[config.mk]
export PLATFORM = sky130hd
export DESIGN_NAME = dcache_tag_check
export DESIGN_NICKNAME = d
export VERILOG_FILES = /design/src/rtl/dct_pkg.sv /design/src/rtl/dct_state_decode.sv /design/src/rtl/dct_tag_parity.sv /design/src/rtl/dct_repl_order.sv /design/src/rtl/dcache_tag_check.sv
export SDC_FILE = /design/constraint.sdc
export NUM_CORES = 1
export LEC_CHECK = 0
export ABC_CLOCK_PERIOD_IN_PS = 1740
export BUFFER_PORTS_ARGS = -buffer_cell sky130_fd_sc_hd__buf_4
export CAP_MARGIN = 10
export CORE_MARGIN = 2
export CORE_UTILIZATION = 46
export DETAILED_ROUTE_END_ITERATION = 6
export HOLD_SLACK_MARGIN = 0.03
export MAX_ROUTING_LAYER = met4
export PLACE_DENSITY = 0.81
export SLEW_MARGIN = 20
export SYNTH_ARGS = -nofsm -noshare
export SYNTH_HDL_FRONTEND = slang
export SYNTH_SLANG_ARGS = --single-unit
export TNS_END_PERCENT = 5
[constraint.sdc]
create_clock -name clk -period 1.74 [get_ports clk]
set_input_delay 0.348 -clock clk [delete_from_list [all_inputs] [get_ports clk]]
set_output_delay 0.348 -clock clk [all_outputs]
set_load 0.1 [all_outputs]
[src/rtl/dct_pkg.sv]
package dct_pkg;
  localparam int STATE_W = 5;
  localparam int STAT_W  = 32;
  localparam int ERR_STATE_BIT = 30;
  localparam int ERR_ADDR_BIT  = 29;

  typedef enum logic [STATE_W-1:0] {
    ST_INVALID       = 5'h00,
    ST_SHARED        = 5'h0F,
    ST_NC_EXCL_CLEAN = 5'h13,
    ST_NC_EXCL_DIRTY = 5'h19,
    ST_CO_EXCL_CLEAN = 5'h16,
    ST_CO_EXCL_DIRTY = 5'h1C
  } coh_state_e;
endpackage

[src/rtl/dct_state_decode.sv]
module dct_state_decode
  import dct_pkg::*;
#(
  parameter int TAG_HI_W  = 32,
  parameter int STATE_LSB = 25
) (
  input  logic [TAG_HI_W-1:0] tag_hi,
  output logic [STATE_W-1:0]  state_o,
  output logic                legal_o
);
  logic unused_hi;
  assign unused_hi = ^tag_hi;

  always_comb begin
    state_o = tag_hi[STATE_LSB +: STATE_W];
    legal_o = state_o inside {ST_INVALID, ST_SHARED, ST_NC_EXCL_CLEAN,
                              ST_NC_EXCL_DIRTY, ST_CO_EXCL_CLEAN, ST_CO_EXCL_DIRTY};
  end
endmodule

[src/rtl/dct_tag_parity.sv]
module dct_tag_parity #(
  parameter int TAG_LO_W = 64,
  parameter int PA_W     = 40,
  parameter int IDX_W    = 13,
  parameter int SPLIT    = 26,
  parameter int CHK_HI   = 11,
  parameter int CHK_LO   = 10
) (
  input  logic [TAG_LO_W-1:0] tag_lo,
  output logic                err_hi_o,
  output logic                err_lo_o
);
  logic unused_lo;
  assign unused_lo = ^tag_lo;

  always_comb begin
    err_hi_o = tag_lo[CHK_HI] ^ (^tag_lo[PA_W-1:SPLIT]);
    err_lo_o = tag_lo[CHK_LO] ^ (^tag_lo[SPLIT-1:IDX_W]);
  end
endmodule

[src/rtl/dct_repl_order.sv]
module dct_repl_order #(
  parameter int TAG_HI_W = 32,
  parameter int WAYS     = 4,
  parameter int ORD_LSB  = 14,
  localparam int WAY_W   = $clog2(WAYS),
  localparam int ORD_W   = WAYS * WAY_W
) (
  input  logic [TAG_HI_W-1:0] tag_hi,
  output logic [ORD_W-1:0]    order_o,
  output logic [WAY_W-1:0]    lru_o,
  output logic [WAY_W-1:0]    mru_o
);
  logic unused_hi;
  assign unused_hi = ^tag_hi;

  for (genvar k = 0; k < WAYS; k++) begin : g_rank
    assign order_o[k*WAY_W +: WAY_W] = tag_hi[ORD_LSB + k*WAY_W +: WAY_W];
  end

  assign lru_o = order_o[0 +: WAY_W];
  assign mru_o = order_o[(WAYS-1)*WAY_W +: WAY_W];
endmodule

[src/rtl/dcache_tag_check.sv]
module dcache_tag_check
  import dct_pkg::*;
#(
  parameter int TAG_HI_W  = 32,
  parameter int TAG_LO_W  = 64,
  parameter int PA_W      = 40,
  parameter int IDX_W     = 13,
  parameter int WAYS      = 4,
  parameter int STATE_LSB = 25,
  parameter int ORD_LSB   = 14,
  parameter int SPLIT     = 26,
  parameter int CHK_HI    = 11,
  parameter int CHK_LO    = 10,
  localparam int WAY_W    = $clog2(WAYS),
  localparam int ORD_W    = WAYS * WAY_W,
  localparam int OP_W     = WAY_W + IDX_W
) (
  input  logic                clk,
  input  logic                rst_n,
  input  logic                start,
  input  logic                in_valid,
  output logic                in_ready,
  input  logic [TAG_HI_W-1:0] in_tag_hi,
  input  logic [TAG_LO_W-1:0] in_tag_lo,
  input  logic [IDX_W-1:0]    in_index,
  input  logic [WAY_W-1:0]    in_way,
  output logic                out_valid,
  input  logic                out_ready,
  output logic [STAT_W-1:0]   out_status,
  output logic [STAT_W-1:0]   out_way_status,
  output logic [STATE_W-1:0]  out_state,
  output logic                out_legal,
  output logic [PA_W-1:0]     out_phys_addr,
  output logic [OP_W-1:0]     out_op_addr,
  output logic [ORD_W-1:0]    out_order,
  output logic [WAY_W-1:0]    out_lru_way,
  output logic [WAY_W-1:0]    out_mru_way
);
  logic [STATE_W-1:0] state_c;
  logic               legal_c;
  logic               perr_hi, perr_lo;
  logic [ORD_W-1:0]   order_c;
  logic [WAY_W-1:0]   lru_c, mru_c;
  logic [STAT_W-1:0]  way_stat_c, acc_q, acc_next;
  logic [PA_W-1:0]    pa_c;
  logic               fire;

  dct_state_decode #(.TAG_HI_W(TAG_HI_W), .STATE_LSB(STATE_LSB)) u_decode (
    .tag_hi(in_tag_hi), .state_o(state_c), .legal_o(legal_c));

  dct_tag_parity #(.TAG_LO_W(TAG_LO_W), .PA_W(PA_W), .IDX_W(IDX_W), .SPLIT(SPLIT),
                   .CHK_HI(CHK_HI), .CHK_LO(CHK_LO)) u_parity (
    .tag_lo(in_tag_lo), .err_hi_o(perr_hi), .err_lo_o(perr_lo));

  dct_repl_order #(.TAG_HI_W(TAG_HI_W), .WAYS(WAYS), .ORD_LSB(ORD_LSB)) u_order (
    .tag_hi(in_tag_hi), .order_o(order_c), .lru_o(lru_c), .mru_o(mru_c));

  // Stream handshake: output register is a single slot.
  assign in_ready = !out_valid || out_ready;
  assign fire     = in_valid && in_ready;

  // Illegal state is its own class and masks the parity checks.
  always_comb begin
    way_stat_c = '0;
    way_stat_c[ERR_STATE_BIT] = !legal_c;
    way_stat_c[ERR_ADDR_BIT]  = legal_c && (perr_hi || perr_lo);
    pa_c = {in_tag_lo[PA_W-1:IDX_W], in_index};
    acc_next = (start ? '0 : acc_q) | (fire ? way_stat_c : '0);
  end

  always_ff @(posedge clk or negedge rst_n) begin
    if (!rst_n) begin
      acc_q <= '0;
    end else if (start || fire) begin
      acc_q <= acc_next;
    end
  end

  always_ff @(posedge clk or negedge rst_n) begin
    if (!rst_n) begin
      out_valid      <= 1'b0;
      out_status     <= '0;
      out_way_status <= '0;
      out_state      <= '0;
      out_legal      <= 1'b0;
      out_phys_addr  <= '0;
      out_op_addr    <= '0;
      out_order      <= '0;
      out_lru_way    <= '0;
      out_mru_way    <= '0;
    end else if (fire) begin
      out_valid      <= 1'b1;
      out_status     <= acc_next;
      out_way_status <= way_stat_c;
      out_state      <= state_c;
      out_legal      <= legal_c;
      out_phys_addr  <= pa_c;
      out_op_addr    <= {in_way, in_index};
      out_order      <= order_c;
      out_lru_way    <= lru_c;
      out_mru_way    <= mru_c;
    end else if (out_ready) begin
      out_valid      <= 1'b0;
    end
  end

  // a stalled result is held unchanged
  a_r8_hold: assert property (@(posedge clk) disable iff (!rst_n)
    out_valid && !out_ready |=> out_valid && $stable(out_status) &&
    $stable(out_way_status) && $stable(out_phys_addr));

  // acceptance produces a result on the next cycle
  a_r8_latency: assert property (@(posedge clk) disable iff (!rst_n)
    in_valid && in_ready |=> out_valid);

  // state error flag tracks the decoded legality
  a_r2_state_flag: assert property (@(posedge clk) disable iff (!rst_n)
    out_valid |-> out_way_status[ERR_STATE_BIT] == !out_legal);

  // no address error reported against an illegal state
  a_r3_masked: assert property (@(posedge clk) disable iff (!rst_n)
    out_valid && !out_legal |-> !out_way_status[ERR_ADDR_BIT]);

  // the set status contains every flag of the current way
  a_r10_sticky: assert property (@(posedge clk) disable iff (!rst_n)
    out_valid |-> (out_way_status & ~out_status) == '0);

  // only the two error positions are ever set
  a_r2_reserved: assert property (@(posedge clk) disable iff (!rst_n)
    $countones(out_status & ~((STAT_W'(1) << ERR_STATE_BIT) |
                              (STAT_W'(1) << ERR_ADDR_BIT))) == 0);
endmodule

==> results.sh <==
export IMPL_ir_drop_mv=0.855
export IMPL_critical_path_max_stage_delay_ns=0.49
export IMPL_cts_max_level=4
export IMPL_power_leakage_nw=3.86
export IMPL_fmax_mhz=603
export IMPL_drive_gt1_share_pct=33.6
export IMPL_slew_headroom_pct=58.1
export IMPL_track_usage_pct=19.7
export IMPL_grt_start_max_net_pins=124
export IMPL_postCtsSetupRepairBufs=0
export IMPL_hold_ws_ns=0.0563
export IMPL_dp_slack_ns=-0.0733
export IMPL_vias_per_cell=4.57
export IMPL_core_sq_um=10800
export IMPL_wl_met3_um=892
export IMPL_maxUsedRoutingLayer="met4"
export IMPL_initial_core_util_pct=47.0
export IMPL_ctsLongestPathBuffers=2
export IMPL_drt_iter0_markers=250
export IMPL_cp_slowest_cell="dfrtp_4"
export IMPL_ys_top_cells_by_area="dfrtp_1 60%, nand2_1 13%, buf_4 6.9%"
export IMPL_status="completed"
export IMPL_drcViolationCount=0
export IMPL_cts_tree="built"
export IMPL_final_cell_mix="180 x nand2_1, 173 x buf_4, 122 x dfrtp_1, 30 x conb_1, 22 x nor2b_1"
export IMPL_clock_skew_ns=0.00658
export IMPL_antenna_found_initial=0
export IMPL_rsz0062_at_grt="no"
export IMPL_synth_seq_cells=123
export IMPL_postSynthAreaPerCell_sq_um=10.6
export IMPL_ys_types=26
export IMPL_final_common_cell="nand2_1"
export IMPL_cts_made_buffers=17
export IMPL_worstPathRequired_ns=1.39
export IMPL_diodes=0
export IMPL_critical_path_top_delay_family="flip-flops"
export IMPL_ys_seq_area_share_pct=60.5
export IMPL_setup_violations=0
export IMPL_io_pins=255
export IMPL_start_kind="flip-flop"
export IMPL_regArea_sq_um=3080
export IMPL_first_global_vias=3757
export IMPL_multiInputGateArea_sq_um=1660
export IMPL_synth_top_area_share_pct=60.5
export IMPL_grt_pass1_wl_mm=17.5
export IMPL_period_needed_ns=1.66
export IMPL_dr_wl_met2_mm=5.52
export IMPL_vias=3705
export IMPL_wl_mm=11.1
export IMPL_worstMarginPinSlew_ns=0.629
export IMPL_setup_slack_ns=0.0806
export IMPL_syn_inst=480
export IMPL_synthesis_area_sq_um=5090
export IMPL_die_x_um=109
export IMPL_gp_congestion=0.824
export IMPL_die_area_sq_um=11900
export IMPL_dp_hpwl_mm=7.41
export IMPL_timing_setup_critical_path_class="reg -> out"
export IMPL_worst_path_max_fanout=4
export IMPL_drv_cap=0
export IMPL_cp_end_kind="primary output"
export IMPL_finalHoldViolCount=0
export IMPL_drt_pass1_iterations=4
export IMPL_cts_root_buf="clkbuf_8"
export IMPL_min_path_type="in -> reg"
export IMPL_finalNetCount=773
export IMPL_finalCritPeriodShare_pct=95.4
export IMPL_ant_nets=0
export IMPL_fillers=827
export IMPL_placement_rows=38
export IMPL_yosys_warnings=0
export IMPL_wl_per_cell_um=13.7
export IMPL_clock_latency_ns=0.50
export IMPL_cts_sinks=123
export IMPL_gr_total_overflow=0
export IMPL_synth_top_area_cell="dfrtp_1"
export IMPL_area_delta_synth_final_pct=39.9
export IMPL_io_buffers=170
export IMPL_cp_arrival_ns=1.31
export IMPL_met1_length_mm=4.54
export IMPL_drv_slew=0
export IMPL_crit_chain="nand2b_4, buf_6"
export IMPL_path_clk_slew_ns=0.06
export IMPL_critPathBufInv=1
export IMPL_p_per_area_nw_per_um2=1410
export IMPL_die_h_um=109
-- logic make-up after synthesis --
| group | after synthesis | share of synthesized area, % |
|---|---|---|
| buffers and inverters | 76 | 9.29 |
| DFF | 123 | 60.5 |
| xor gates and xnor gates | 24 | 5.48 |
| AOI/OAI and AO/OA | 14 | 2.11 |
| other | 1 | 0.0737 |
| and+or+nand+nor | 220 | 17.7 |
| muxes | 22 | 4.87 |
-- path summary, 6_finish.rpt --
kind,startpoint,to,slack (ns),cells past startpoint
min in group asynchronous,rst_n,out_order[3]$_DFFE_PN0P_,0.47,3
max reg2reg,out_valid$_DFFE_PN0P_,out_phys_addr[6]$_DFFE_PN0P_,0.15,5
min,in_index[7],out_phys_addr[7]$_DFFE_PN0P_,0.06,3
max,out_valid$_DFFE_PN0P_,in_ready,0.08,2
min reg2reg,out_op_addr[14]$_DFFE_PN0P_,out_op_addr[14]$_DFFE_PN0P_,0.48,2
max in group asynchronous,rst_n,out_valid$_DFFE_PN0P_,0.77,3
-- worst min-delay path, delay by kind of cell --
| family | cells | cell delay (ns) |
|---|---|---|
| and+or+nand+nor | 2 | 0.09 |
| buffers and inverters | 1 | 0.07 |
-- stage by stage --
stage / setup TNS [ns] / area [sq um] / util (%) / power (mW) / instances
after global routing: 0 / 7120 / 65.7 / 10.4 / 810
after CTS: 0 / 7120 / 65.7 / 10.1 / 810
final: 0 / 7120 / 65.7 / 10.0 / 810
after detailed placement: -0.115 / 6290 / 58.1 / 6.44 / 757
after floorplan: -3.78 / 5240 / - / 5.84 / 509
after global placement: -0.164 / 6290 / 58.1 / 6.40 / 757
-- per-layer routing --
metal | up-vias | global-route usage, %
met4 | 0 | 6.06
met2 | 157 | 32.9
met3 | 15 | 6.63
met1 | 1757 | 22.4
li1 | 1776 | -
met5 | - | -
-- flip-flops by register name, indices dropped and copies added (netlist names) --
| name | count |
|---|---|
| out_phys_addr | 40 |
| acc_q | 32 |
| out_status | 32 |
| out_order | 8 |
| out_state | 5 |
| out_op_addr | 2 |
| out_way_status | 2 |
| out_legal | 1 |
| out_valid | 1 |
-- timing repair --
action,in CTS,in global routing
pin swaps,0,1
hold buffers,21,0
hold endpoints to repair,143,0
resized for setup,1,0
endpoints found under the setup margin,1,1
-- synthesized netlist by cell type --
master and number:
or4_1 1, o211ai_2 1, xor2_1 4, buf_4 47, dfrtp_1 123, nand4_1 1, o211ai_1 1, nor2b_1 22
buf_2 9, clkbuf_1 11, o31ai_1 8, nand2_1 181, and2_1 1, mux2_1 11, xnor2_1 15, conb_1 1
xnor3_1 5, nand2b_1 5, a31o_2 1, o21a_1 1, mux2_2 11, a31oi_1 1, inv_1 8, nor2_1 9
a21oi_1 1, buf_1 1
-- cell type report --
cell class,instances,share of cell area [%]
Inverter,8,0.422
Tap cell,140,2.46
Sequential cell,123,43.3
Multi-Input combinational cell,310,23.3
Clock inverter,14,2.58
Timing Repair Buffer,197,21.9
Clock buffer,18,6.01
-- power by group --
group	switching, mW	internal, mW	total, mW
Combinational	2.58	0.659	3.24
Clock	1.33	2.25	3.58
Sequential	0.125	3.06	3.18
(Power assumes the default switching activity.)
